`src/rtl/raster_pkg.sv`:
```
package raster_pkg;

  // Region strobes passed from the counter control to the output datapath.
  typedef struct packed {
    logic hVisible;
    logic vVisible;
    logic hPulse;
    logic vPulse;
  } rasterStrobe_t;

endpackage

```
`src/rtl/raster_ctrl.sv`:
```
module raster_ctrl
  import raster_pkg::*;
#(
  parameter int H_ACTIVE = 640,
  parameter int H_FRONT  = 16,
  parameter int H_SYNC   = 96,
  parameter int H_BACK   = 48,
  parameter int V_ACTIVE = 480,
  parameter int V_FRONT  = 10,
  parameter int V_SYNC   = 2,
  parameter int V_BACK   = 33,
  localparam int HT  = H_ACTIVE + H_FRONT + H_SYNC + H_BACK,
  localparam int VT  = V_ACTIVE + V_FRONT + V_SYNC + V_BACK,
  localparam int HCW = $clog2(HT),
  localparam int VCW = $clog2(VT)
) (
  input  logic           clk,
  input  logic           rst,
  output logic [HCW-1:0] hCnt,
  output logic [VCW-1:0] vCnt,
  output rasterStrobe_t  strobe
);

  localparam int H_PULSE_START = H_ACTIVE + H_FRONT;
  localparam int H_PULSE_END   = H_PULSE_START + H_SYNC;
  localparam int V_PULSE_START = V_ACTIVE + V_FRONT;
  localparam int V_PULSE_END   = V_PULSE_START + V_SYNC;

  logic lineWrap;
  logic frameWrap;

  assign lineWrap  = (int'(hCnt) == HT - 1);
  assign frameWrap = (int'(vCnt) == VT - 1);

  always_ff @(posedge clk) begin
    if (rst) begin
      hCnt <= '0;
      vCnt <= '0;
    end else begin
      if (lineWrap) begin
        hCnt <= '0;
        if (frameWrap) vCnt <= '0;
        else           vCnt <= vCnt + 1'b1;
      end else begin
        hCnt <= hCnt + 1'b1;
      end
    end
  end

  always_comb begin
    strobe.hVisible = (int'(hCnt) < H_ACTIVE);
    strobe.vVisible = (int'(vCnt) < V_ACTIVE);
    strobe.hPulse   = (int'(hCnt) >= H_PULSE_START) && (int'(hCnt) < H_PULSE_END);
    strobe.vPulse   = (int'(vCnt) >= V_PULSE_START) && (int'(vCnt) < V_PULSE_END);
  end


  hcnt_range_chk: assert property (@(posedge clk) disable iff (rst)
    int'(hCnt) < HT);


  line_step_chk: assert property (@(posedge clk) disable iff (rst)
    !lineWrap |=> $stable(vCnt));

endmodule

```
`src/rtl/raster_datapath.sv`:
```
module raster_datapath
  import raster_pkg::*;
#(
  parameter int HCW              = 10,
  parameter int VCW              = 10,
  parameter bit SYNC_ACTIVE_HIGH = 1'b0,
  parameter int DAC_LATENCY      = 2
) (
  input  logic           clk,
  input  logic           rst,
  input  logic [HCW-1:0] hCnt,
  input  logic [VCW-1:0] vCnt,
  input  rasterStrobe_t  strobe,
  output logic [HCW-1:0] pixX,
  output logic [VCW-1:0] pixY,
  output logic           active,
  output logic           blankN,
  output logic           csyncN,
  output logic           hsyncOut,
  output logic           vsyncOut
);

  logic visible;
  logic hsReg;
  logic vsReg;
  logic [DAC_LATENCY-1:0] hDly;
  logic [DAC_LATENCY-1:0] vDly;

  assign visible = strobe.hVisible & strobe.vVisible;

  // Stage aligned with the DAC codes: blank and composite sync share it.
  always_ff @(posedge clk) begin
    if (rst) begin
      pixX   <= '0;
      pixY   <= '0;
      active <= 1'b0;
      blankN <= 1'b0;
      csyncN <= 1'b1;
      hsReg  <= 1'b0;
      vsReg  <= 1'b0;
    end else begin
      pixX   <= visible ? hCnt : '0;
      pixY   <= visible ? vCnt : '0;
      active <= visible;
      blankN <= visible;
      csyncN <= ~(strobe.hPulse ^ strobe.vPulse);
      hsReg  <= strobe.hPulse;
      vsReg  <= strobe.vPulse;
    end
  end

  // Delay line matching the DAC conversion latency for the connector pins.
  generate
    if (DAC_LATENCY == 1) begin : g_dly1
      always_ff @(posedge clk) begin
        if (rst) begin
          hDly <= '0;
          vDly <= '0;
        end else begin
          hDly <= hsReg;
          vDly <= vsReg;
        end
      end
    end else begin : g_dlyN
      always_ff @(posedge clk) begin
        if (rst) begin
          hDly <= '0;
          vDly <= '0;
        end else begin
          hDly <= {hDly[DAC_LATENCY-2:0], hsReg};
          vDly <= {vDly[DAC_LATENCY-2:0], vsReg};
        end
      end
    end
  endgenerate

  generate
    if (SYNC_ACTIVE_HIGH) begin : g_polHigh
      assign hsyncOut = hDly[DAC_LATENCY-1];
      assign vsyncOut = vDly[DAC_LATENCY-1];
    end else begin : g_polLow
      assign hsyncOut = ~hDly[DAC_LATENCY-1];
      assign vsyncOut = ~vDly[DAC_LATENCY-1];
    end
  endgenerate


  coord_idle_chk: assert property (@(posedge clk) disable iff (rst)
    !active |-> (pixX == '0 && pixY == '0));


  csync_xor_chk: assert property (@(posedge clk) disable iff (rst)
    csyncN == !(hsReg ^ vsReg));


  blank_match_chk: assert property (@(posedge clk) disable iff (rst)
    blankN == active);

  generate
    if (DAC_LATENCY == 2) begin : g_lagChk

      connector_lag_chk: assert property (@(posedge clk) disable iff (rst)
        (hDly[1] == $past(hsReg, 2)) && (vDly[1] == $past(vsReg, 2)));
    end
  endgenerate

endmodule

```
`src/rtl/raster_timing_gen.sv`:
```
module raster_timing_gen
  import raster_pkg::*;
#(
  parameter int H_ACTIVE         = 640,
  parameter int H_FRONT          = 16,
  parameter int H_SYNC           = 96,
  parameter int H_BACK           = 48,
  parameter int V_ACTIVE         = 480,
  parameter int V_FRONT          = 10,
  parameter int V_SYNC           = 2,
  parameter int V_BACK           = 33,
  parameter bit SYNC_ACTIVE_HIGH = 1'b0,
  localparam int HT  = H_ACTIVE + H_FRONT + H_SYNC + H_BACK,
  localparam int VT  = V_ACTIVE + V_FRONT + V_SYNC + V_BACK,
  localparam int HCW = $clog2(HT),
  localparam int VCW = $clog2(VT)
) (
  input  logic           clk,
  input  logic           rst,
  output logic [HCW-1:0] pixX,
  output logic [VCW-1:0] pixY,
  output logic           active,
  output logic           blankN,
  output logic           csyncN,
  output logic           hsyncOut,
  output logic           vsyncOut
);

  localparam int DAC_LATENCY = 2;

  logic [HCW-1:0] hCnt;
  logic [VCW-1:0] vCnt;
  rasterStrobe_t  strobe;

  raster_ctrl #(
    .H_ACTIVE(H_ACTIVE), .H_FRONT(H_FRONT), .H_SYNC(H_SYNC), .H_BACK(H_BACK),
    .V_ACTIVE(V_ACTIVE), .V_FRONT(V_FRONT), .V_SYNC(V_SYNC), .V_BACK(V_BACK)
  ) uCtrl (
    .clk    (clk),
    .rst    (rst),
    .hCnt   (hCnt),
    .vCnt   (vCnt),
    .strobe (strobe)
  );

  raster_datapath #(
    .HCW(HCW), .VCW(VCW),
    .SYNC_ACTIVE_HIGH(SYNC_ACTIVE_HIGH),
    .DAC_LATENCY(DAC_LATENCY)
  ) uData (
    .clk      (clk),
    .rst      (rst),
    .hCnt     (hCnt),
    .vCnt     (vCnt),
    .strobe   (strobe),
    .pixX     (pixX),
    .pixY     (pixY),
    .active   (active),
    .blankN   (blankN),
    .csyncN   (csyncN),
    .hsyncOut (hsyncOut),
    .vsyncOut (vsyncOut)
  );

endmodule

```
`config.mk`:
```
export PLATFORM = sky130hd
export DESIGN_NAME = raster_timing_gen
export DESIGN_NICKNAME = d
export VERILOG_FILES = /design/src/rtl/raster_pkg.sv /design/src/rtl/raster_ctrl.sv /design/src/rtl/raster_datapath.sv /design/src/rtl/raster_timing_gen.sv
export SDC_FILE = /design/constraint.sdc
export NUM_CORES = 1
export LEC_CHECK = 0
export BUFFER_PORTS_ARGS = -buffer_cell sky130_fd_sc_hd__clkbuf_2
export CAP_MARGIN = 10
export CELL_PAD_IN_SITES_DETAIL_PLACEMENT = 2
export CELL_PAD_IN_SITES_GLOBAL_PLACEMENT = 2
export CORE_UTILIZATION = 31
export CTS_CLUSTER_DIAMETER = 50
export DETAILED_ROUTE_END_ITERATION = 12
export GPL_ROUTABILITY_DRIVEN = 0
export PLACE_DENSITY_LB_ADDON = 0.08
export SETUP_SLACK_MARGIN = 0.2
export SLEW_MARGIN = 15
export SYNTH_ARGS = -nofsm -noshare
export SYNTH_HDL_FRONTEND = slang
export SYNTH_SLANG_ARGS = --single-unit
```
`constraint.sdc`:
```
create_clock -name clk -period 2.1 [get_ports clk]
set_clock_uncertainty 0.1 [all_clocks]
set_input_delay 0.42 -clock clk [delete_from_list [all_inputs] [get_ports clk]]
set_output_delay 0.42 -clock clk [all_outputs]
set_load 0.005 [all_outputs]
```
Word-level counts from Yosys, hierarchy flattened
Cells that the tools add are included.
- bits of input ports: 2
- flip-flop bits (word level): 48
- output and inout bits: 25
- reductions and logical operators: 4
- add/sub/neg operators: 2
- bitwise gates (word level): 6
- multiplexer cells: 1
- $lt $le $gt $ge: 6
- eq/ne operators: 2
- operator list (operator ; number):
    10-bit by 1-bit adder with 10-bit output, second input constant ; 2
    10-bit < comparator, second input constant ; 2
    10-bit by 9-bit < comparator with 1-bit output, second input constant ; 2
    10-bit == test, second input constant ; 1
    10-bit by 9-bit == test with 1-bit output, second input constant ; 1
    10-bit >= comparator, second input constant ; 1
    10-bit by 9-bit >= comparator with 1-bit output, second input constant ; 1
    10-bit two-way mux ; 1
    1-bit inverter ; 4
    2-bit OR reduction ; 2
    1-bit logical AND ; 2
    1-bit AND ; 1
    1-bit bitwise XOR ; 1

Depth between registers and ports, before layout
Gate-level depths: netlist of run 1.
- depth after elaboration: 4
- depth in mapped cells: 6

By module
From an unflattened synthesis of run 1, not the netlist that was laid out.
- cell total of the unflattened synthesis: 182
- area total of the unflattened synthesis: 1849.3 um^2
- modules (own cells, without submodules) (module ; area an instance (um^2) ; cells each ; instances ; seq. area each (um^2)):
    raster_ctrl ; 1001.0 ; 120 ; 1 ; 400.4
    raster_datapath ; 848.3 ; 62 ; 1 ; 560.5

Worst setup path after synthesis of run 1
Ideal clock, no wire load.
- path kind: register to register
- start: reg uCtrl.hCnt[7]
- end: reg uCtrl.vCnt[8]
- period minus slack after synthesis: 2181 ps
- stages on the path, launching flop included: 6
- path buffers: 1
- data required time: 1928 ps
- setup time: 72 ps
- arrival: 2009 ps
- path slack: -81 ps
- path through: dfxtp_1 -> or4b_4 -> or3_4 -> buf_6 -> or4_1 -> a21oi_1
- longest elaborated chain between the ends: 1
- RTL lines (item ; line ; RTL):
    start: declaration ; raster_ctrl.sv:19 ; output logic [HCW-1:0] hCnt,
    start signal: assignment ; raster_ctrl.sv:45 ; hCnt <= hCnt + 1'b1;
    10-bit by 9-bit == test with 1-bit output ; raster_ctrl.sv:32 ; assign lineWrap = (int'(hCnt) == HT - 1);
    end signal: assignment ; raster_ctrl.sv:43 ; else vCnt <= vCnt + 1'b1;
    end: declaration ; raster_ctrl.sv:20 ; output logic [VCW-1:0] vCnt,
No other way between the ends.
A chain may end at the register's enable or synchronous reset.

Final worst setup path of run 1
Same ends and word-level chain as after synthesis.

==> flow_metrics.tcl, run 1 <==
set metrics [dict create \
    grt_max_degree 15 \
    yosysWarnings 0 \
    p_leak_uw 0.000903 \
    final-max-slew-violation-count 0 \
    antenna_found_initial 0 \
    drc 0 \
    timing_hold_violations_final 0 \
    fillers 618 \
    p_per_area_nw_per_um2 698 \
    r2r_cells 4 \
    setup_ws_ns 0.0822 \
    cts_tree "built" \
    clock_sinks 48 \
    drt_first_pass_iters 4 \
    routed_wl_mm 4.62 \
    syn_inst 181 \
    multi_input_area_um2 802 \
    grt_pass1_vias 1505 \
    synth_cell_type_count 34 \
    crit_path_start "uCtrl.hCnt[7]$_SDFF_PP0_" \
    max_freq_mhz 496 \
    vias_per_cell 4.82 \
    drtIter0Drc 75 \
    instances_no_fill 294 \
    core.rowCount 27 \
    post-place-ws_ns 0.00524 \
    hold_slack_ns 0.345 \
    maxCapViolations 0 \
    hp-start "uData.vDly[0]$_SDFF_PP0_" \
    dieArea_um2 6060 \
    root_buffer "clkbuf_8" \
    outcome "completed" \
    grt.overflow.total 0 \
    slowest_delay_ns 0.54 \
    cts_max_path_buffers 2 \
    core_area_um2 5540 \
    pin_count 27 \
    min_period_ns 2.02 \
    hold_path.class "flop to flop" \
    numCtsBuffers 5 \
    routedWlPerCell_um 15.7 \
    critPathCaptureType "flop" \
    vias 1418 \
    place_hpwl_mm 3.18 \
    postRouteAntennaNets 0 \
    netlist.area_leader.share 0.539 \
    cp.depth 4 \
    seq_area_um2 966 \
    ys_seq_area_frac 0.539 \
    hold_depth 1 \
    dp_cells 281 \
    syn_area_um2 1780 \
    start_kind "flop" \
    worstPathMaxFanout 7 \
    layout_worst_path_cycle_share 0.961 \
    path_class "flop to flop" \
    syn_area_per_cell_um2 9.86 \
    synthTopCellsByArea "dfxtp_1 54%, and2_1 6.3%, nor2_1 3.6%" \
    cp.arrival_ns 2.15 \
    cp_slowest_cell "or4b_4" \
    rr_startpoint "uCtrl.hCnt[7]$_SDFF_PP0_" \
    setup-tns-final_ns 0 \
    io_buffer_count 26 \
    cts_max_level 2 \
    setup_violations 0 \
    synth_seq_cells 48 \
    critical_path.cell_chain "or4b_4, or3_4, or4_1, a21oi_1" \
    die_x_um 77.9 \
    critical_path.top_delay_family "simple AND/OR/NAND/NOR gates" \
    ir_drop_v 0.000243 \
    n_antenna_cell 0 \
    required_ns 2.23 \
    gr-usage-all-layers 0.166 \
    synth_nets 187 \
    final_common_cell "dfxtp_1" \
    clk_pin_slew_worst_paths_ns 0.08 \
    initial_utilization 0.322 \
    grt_pass1_wl_mm 7.67 \
    drive_gt1_frac 0.302 \
    fin_nets 227 \
    utilization 0.401 \
    die_y_um 77.9 \
    rsz0062_at_grt "yes" \
    layout_common_cells "44 x dfxtp_1, 26 x clkbuf_2, 18 x and2_1, 17 x nor2_1, 15 x buf_4" \
    synth_top_cell_by_area "dfxtp_1" \
    clk_latency_ns 0.30 \
    syn_to_final_growth_pct 24.6 \
    cp.buffers_inverters 0 \
]
## worst paths after layout
check                                                  end  slack [ns]
worst max-delay path            uCtrl.vCnt[8]$_SDFFE_PP0P_        0.08
worst min-delay path              uData.vDly[1]$_SDFF_PP0_        0.34
worst max register to register  uCtrl.vCnt[8]$_SDFFE_PP0P_        0.08
worst min register to register    uData.vDly[1]$_SDFF_PP0_        0.34
## repair_timing
item	in CTS	in global routing
resized for setup	8	7
hold buffers	0	0
pin swaps	4	1
setup endpoints to repair	17	16
setup buffers	5	0
## where the power goes
| group | internal, uW | switching (uW) |
|---|---|---|
| Combinational | 20.3 | 27.8 |
| Sequential | 923 | 13.9 |
| Clock | 263 | 304 |
## cell families after synthesis
family | synth area share
simple gates | 0.283
buf+inv | 0.0526
fa+ha+maj | 0.0281
other cells | 0.00210
xor+xnor | 0.0589
compound gates | 0.0365
flops | 0.539
## layout make-up
cell class                      count  share of cell area
Inverter                            8              0.0135
Clock buffer                        6              0.0371
Timing Repair Buffer               41               0.109
Multi-Input combinational cell    117               0.361
Clock inverter                      2             0.00450
Tap cell                           72              0.0405
Sequential cell                    48               0.434
## sequential cells by signal, indices dropped and copies added (netlist names)
signal        cells
uData.hsReg       1
uData.vsReg       1
uCtrl.hCnt       10
uCtrl.vCnt       10
uData.active      1
uData.vDly        2
uData.pixX       10
uData.pixY       10
uData.hDly        2
uData.csyncN      1
## synth_stat cells
cell             count
clkdlybuf4s15_2      1
inv_1                8
or4_1                2
nand3_1             10
dfxtp_1             48
a31oi_1              1
and3_2               1
clkdlybuf4s50_2      1
nand3b_1             1
clkbuf_1             3
nor2b_1              5
buf_4                1
and4_1               3
xnor2_1              6
buf_6                2
o221ai_1             1
a21oi_1              5
nor3_1               5
nor2_1              17
and2_1              18
or4b_4               1
nor4bb_1             1
nand2_1              9
and3_1               3
o21ai_0              2
ha_1                 4
xor2_1               6
conb_1               1
nor4b_1              1
nor4_1               5
and2_2               1
or3_4                1
o31ai_1              2
nand4_1              5
## metrics by stage
stage / instance area, um^2 / power [uW]
after global placement: 2020 / 1000
after global routing: 2220 / 1630
after CTS: 2190 / 1570
final: 2220 / 1550
after floorplan: 1790 / 978
after detailed placement: 2020 / 1000
## routing by layer
layer,part of all wire,wire [um],track usage
met1,0.44,2030,0.190
met2,0.51,2380,0.297
met3,0.036,166,0.0435
met4,0.011,49,0.0566
met5,0,0,0
Note: power is estimated with default switching activity, not from simulation.
==> run 2: changes to the inputs <==
--- a/config.mk
+++ b/config.mk
@@ -10,9 +10,10 @@
 export CELL_PAD_IN_SITES_DETAIL_PLACEMENT = 2
 export CELL_PAD_IN_SITES_GLOBAL_PLACEMENT = 2
 export CORE_UTILIZATION = 31
-export CTS_CLUSTER_DIAMETER = 50
+export CTS_CLUSTER_DIAMETER = 80
 export DETAILED_ROUTE_END_ITERATION = 12
 export GPL_ROUTABILITY_DRIVEN = 0
+export GPL_TIMING_DRIVEN = 0
 export PLACE_DENSITY_LB_ADDON = 0.08
 export SETUP_SLACK_MARGIN = 0.2
 export SLEW_MARGIN = 15
==> flow_metrics.tcl, run 2 (synthesis gave the netlist of run 1 again) <==
set metrics [dict create \
    outcome "finished with violations" \
    violations "negative setup slack" \
    die_x_um 77.9 \
    hold_path.class "input pin to flop" \
    hold_depth 2 \
    vias 1436 \
    setup-tns-final_ns -0.0199 \
    timing_hold_violations_final 0 \
    p_leak_uw 0.000928 \
    min_period_ns 2.12 \
    syn_to_final_growth_pct 27.9 \
    drtIter0Drc 40 \
    initial_utilization 0.322 \
    required_ns 2.24 \
    vias_per_cell 4.84 \
    grt_pass1_vias 1499 \
    hold_end "uData.vDly[0]$_SDFF_PP0_" \
    ir_drop_v 0.000330 \
    numCtsBuffers 5 \
    setup_ws_ns -0.0199 \
    grt_max_degree 16 \
    pin_count 27 \
    grt_pass1_wl_mm 7.69 \
    r2r_end "uCtrl.vCnt[8]$_SDFFE_PP0P_" \
    cp.buffers_inverters 1 \
    postRouteAntennaNets 0 \
    total_power_uw 1640 \
    place_hpwl_mm 3.02 \
    die_y_um 77.9 \
    setup_violations 1 \
    layout_worst_path_cycle_share 1.01 \
    io_buffer_count 26 \
    rrSetupSlack_ns -0.02 \
    clock_sinks 48 \
    cp_slowest_cell "or4b_4" \
    rr_startpoint "uCtrl.hCnt[6]$_SDFF_PP0_" \
    max_freq_mhz 472 \
    gr-usage-all-layers 0.166 \
    dieArea_um2 6060 \
    rsz0062_at_grt "yes" \
    grt.overflow.total 0 \
    n_antenna_cell 0 \
    hp-start "rst" \
    cts_max_path_buffers 2 \
    critPathCaptureType "flop" \
    path_class "flop to flop" \
    final_common_cell "dfxtp_1" \
    start_kind "flop" \
    critical_path.cell_chain "or4b_4, or3_4, buf_8, or4_4, a21oi_2" \
    drt_first_pass_iters 4 \
    hold_buffers 0 \
    drive_gt1_frac 0.320 \
    critical_path.top_delay_family "simple AND/OR/NAND/NOR gates" \
    final-max-slew-violation-count 0 \
    slowest_delay_ns 0.54 \
    relSlewSlack 0.627 \
    place_area_um2 2010 \
    maxCapViolations 0 \
    clk_pin_slew_worst_paths_ns 0.09 \
    layout_common_cells "43 x dfxtp_1, 28 x clkbuf_2, 18 x and2_1, 16 x nor2_1, 10 x buf_4" \
    cp.arrival_ns 2.26 \
    worstPathMaxFanout 8 \
    r2r_cells 5 \
    cts_max_level 2 \
    routedWlPerCell_um 15.5 \
    clk_latency_ns 0.30 \
    antenna_found_initial 0 \
    hold_slack_ns 0.249 \
    worst_pin_slew_ns 0.559 \
    p_per_area_nw_per_um2 719 \
    design_area_um2 2280 \
    cts_tree "built" \
    routed_wl_mm 4.59 \
    core_area_um2 5540 \
    fin_nets 230 \
    root_buffer "clkbuf_8" \
    drc 0 \
    core.rowCount 27 \
]
run 2: cell count changes in the layout (fill, tap and decap cells not counted), moves of 2 or more:
cell	change
nand2_1	-2
nand2_2	+2
buf_4	-5
buf_6	+3
clkbuf_2	+2
dfxtp_4	+2
run 2: how the worst max path moves through the flow:
stage	startpoint	to	slack, ns	depth (start not counted)
2_1_floorplan	uCtrl.hCnt[7]$_SDFF_PP0_	uCtrl.vCnt[8]$_SDFFE_PP0P_	0.02	5
3_3_place_gp	uCtrl.hCnt[9]$_SDFF_PP0_	uCtrl.vCnt[7]$_SDFFE_PP0P_	-0.17	4
3_5_place_dp	uCtrl.hCnt[7]$_SDFF_PP0_	uCtrl.vCnt[7]$_SDFFE_PP0P_	-0.34	4
4_1_cts	uCtrl.hCnt[6]$_SDFF_PP0_	uCtrl.vCnt[8]$_SDFFE_PP0P_	-0.05	5
5_1_grt	uCtrl.hCnt[6]$_SDFF_PP0_	uCtrl.vCnt[8]$_SDFFE_PP0P_	-0.06	5
6_report	uCtrl.hCnt[6]$_SDFF_PP0_	uCtrl.vCnt[8]$_SDFFE_PP0P_	-0.02	5
run 2: metal layers:
layer	part of all wire	GRT usage	routed length (um)	up-vias
li1	-	-	-	688
met1	0.45	0.200	2070	717
met2	0.51	0.285	2320	23
met3	0.029	0.0341	132	8
met4	0.014	0.0660	62	0
met5	0	0	0	-
run 2: final cells by class:
cell class / count / area, um^2
inverter: 8 / 30.0
multi-input combinational: 117 / 800
clock inverter: 3 / 42.5
tap: 72 / 90.1
buffer: 7 / 58.8
timing repair buffer: 37 / 220
sequential: 48 / 972
clock buffer: 5 / 68.8
fill: 610 / 3260
run 2: where the power goes:
group	switching, uW	internal (uW)
clock	307	352
sequential	13.6	920
combinational	28.3	19.6
run 2: what timing repair did:
item,in CTS,in global routing
pin swaps,5,11
setup buffers,7,4
endpoints found under the setup margin,17,37
resized for setup,9,19
run 2: metrics by stage:
stage          utilization  setup slack (ns)  cells
3_3_place_gp         0.362            -0.174    279
3_5_place_dp         0.362            -0.337    279
2_1_floorplan            -            0.0185    181
6_report             0.412           -0.0199    297
4_1_cts              0.398           -0.0504    294
5_1_grt              0.412           -0.0560    297
==> run 3: changes to the inputs <==
--- a/config.mk
+++ b/config.mk
@@ -5,11 +5,13 @@
 export SDC_FILE = /design/constraint.sdc
 export NUM_CORES = 1
 export LEC_CHECK = 0
+export ABC_AREA = 1
 export BUFFER_PORTS_ARGS = -buffer_cell sky130_fd_sc_hd__clkbuf_2
 export CAP_MARGIN = 10
 export CELL_PAD_IN_SITES_DETAIL_PLACEMENT = 2
 export CELL_PAD_IN_SITES_GLOBAL_PLACEMENT = 2
-export CORE_UTILIZATION = 31
+export CORE_UTILIZATION = 29
+export CTS_BUF_LIST = sky130_fd_sc_hd__clkbuf_16
 export CTS_CLUSTER_DIAMETER = 80
 export DETAILED_ROUTE_END_ITERATION = 12
 export GPL_ROUTABILITY_DRIVEN = 0
==> flow_metrics.tcl, run 3 <==
set metrics [dict create \
    muxShareOfSynthArea 0 \
    ir_drop_v 0.000393 \
    hold_buffers 0 \
    drive_gt1_frac 0.189 \
    drc 0 \
    cts_resized 0 \
    place_area_um2 2150 \
    dieArea_um2 6970 \
    cts_tree "built" \
    die_x_um 83.5 \
    p_per_area_nw_per_um2 803 \
    clock_sinks 48 \
    worst_pin_slew_ns 0.553 \
    synth_top_family_by_area "simple AND/OR/NAND/NOR gates" \
    layout_worst_path_cycle_share 0.821 \
    timing_hold_violations_final 0 \
    cts_max_path_buffers 2 \
    start_kind "flop" \
    synthFlopType "dfxtp_1" \
    setup_ws_ns 0.377 \
    synth.most_common_cell "dfxtp_1" \
    fin_nets 286 \
    routed_wl_mm 4.66 \
    grt_pass1_vias 1713 \
    synthXorXnorAreaFrac 0.00455 \
    synth_seq_cells 48 \
    relSlewSlack 0.631 \
    cts_max_level 2 \
    ys_seq_area_frac 0.499 \
    outcome "completed" \
    min_period_ns 1.72 \
    vias 1637 \
    clk_pin_slew_worst_paths_ns 0.06 \
    cp.arrival_ns 1.78 \
    setup_violations 0 \
    netlist.area_leader.share 0.499 \
    required_ns 2.15 \
    path_class "flop to flop" \
    antenna_found_initial 0 \
    final_common_cell "dfxtp_1" \
    grt.overflow.total 0 \
    setup-tns-final_ns 0 \
    hold_path.class "input pin to flop" \
    syn_area_per_cell_um2 7.80 \
    die_y_um 83.5 \
    root_buffer "clkbuf_16" \
    grt_max_degree 15 \
    maxCapViolations 0 \
    final-max-slew-violation-count 0 \
    post-place-ws_ns 0.354 \
    grt_pass1_wl_mm 7.83 \
    synthAdderAreaFrac 0.0260 \
    syn_inst 247 \
    vias_per_cell 4.57 \
    synth_common_cells "48 x dfxtp_1, 47 x nand2_1, 43 x nor2_1" \
    max_freq_mhz 580 \
    routedWlPerCell_um 13.0 \
    async_flop_share 0 \
    place_hpwl_mm 3.46 \
    drt_first_pass_iters 4 \
    pin_count 27 \
    core_area_um2 6390 \
    syn_to_final_growth_pct 20.3 \
    synth_nets 253 \
    cts_setup_buffers 0 \
    yosys.area_share.simple 0.331 \
    synth-edff-count 0 \
    synthTopCellsByArea "dfxtp_1 50%, nand2_1 9.2%, nor2_1 8.4%" \
    clk_latency_ns 0.28 \
    synth_top_cell_by_area "dfxtp_1" \
    design_area_um2 2320 \
    initial_utilization 0.302 \
    yosysWarnings 0 \
    core.rowCount 29 \
    worstPathMaxFanout 10 \
    io_buffer_count 26 \
    rrSetupSlack_ns 0.38 \
    synth_compound_area_frac 0.0338 \
    rsz0062_at_grt "no" \
    gr-usage-all-layers 0.144 \
    critPathCaptureType "flop" \
    drtIter0Drc 30 \
    n_antenna_cell 0 \
    p_leak_uw 0.000990 \
    syn_area_um2 1930 \
    synth_cell_type_count 27 \
    layout_common_cells "48 x dfxtp_1, 47 x nand2_1, 43 x nor2_1, 38 x inv_1, 26 x clkbuf_2" \
    postRouteAntennaNets 0 \
    numCtsBuffers 5 \
]
## run 3: cell types whose count changed after synthesis, sizes merged, moves of 6 or more
cell   change
inv       +32
nand3      +8
xnor2      -6
nand2     +39
and2      -19
nor2      +32
## run 3: kinds of logic (layout without fill, tap and decap cells)
logic type,Yosys count,after routing
other,1,1
buffers and inverters,46,80
flip-flops,48,48
AND/OR/NAND/NOR,134,134
AO/OA/AOI/OAI,13,13
adder cells (fa/ha/maj),4,4
XOR/XNOR,1,1
## run 3: final cells by class
class / count / area [um^2]
tap: 77 / 96.3
inverter: 40 / 155
sequential: 48 / 961
clock buffer: 5 / 125
fill: 745 / 4070
timing repair buffer: 26 / 130
clock inverter: 3 / 38.8
multi-input combinational: 153 / 766
buffer: 6 / 45.0
## run 3: worst paths after layout
check	start	end	cells after the start
setup / recovery	uCtrl.hCnt[0]$_SDFF_PP0_	uCtrl.hCnt[3]$_SDFF_PP0_	7
hold / removal	rst	uData.hsReg$_SDFF_PP0_	2
setup reg to reg	uCtrl.hCnt[0]$_SDFF_PP0_	uCtrl.hCnt[3]$_SDFF_PP0_	7
hold reg to reg	uData.vDly[0]$_SDFF_PP0_	uData.vDly[1]$_SDFF_PP0_	2
## run 3: per-stage QoR
stage	power (uW)	instances	util	hold slack (ns)
floorplan	976	247	-	0.288
global placement	995	350	0.337	0.289
detailed placement	996	350	0.337	0.302
CTS	1900	358	0.363	0.268
global route	1930	358	0.363	0.290
finish	1860	358	0.363	0.266
## run 3: power by group
group	switching, uW	leakage [uW]	internal (uW)
clock network	332	0.0000850	555
registers	5.86	0.000388	920
logic	29.7	0.000517	17.3
total	367	0.000990	1490
## run 3: critical path, stage by stage, from the launching register on
cell and delay (ns):
dfxtp_1 0.38, ha_1 0.21, nand2_2 0.08, nor2_4 0.20, nand4_4 0.20, nand2_1 0.16, buf_4 0.20, nor3b_1 0.07
## run 3: routing by layer
metal | GRT usage | vias up | part of all wire
met3 | 0.0297 | 6 | 0.022
met1 | 0.166 | 791 | 0.45
met5 | 0 | - | 0
li1 | - | 825 | -
met2 | 0.259 | 15 | 0.51
met4 | 0.0601 | 0 | 0.017
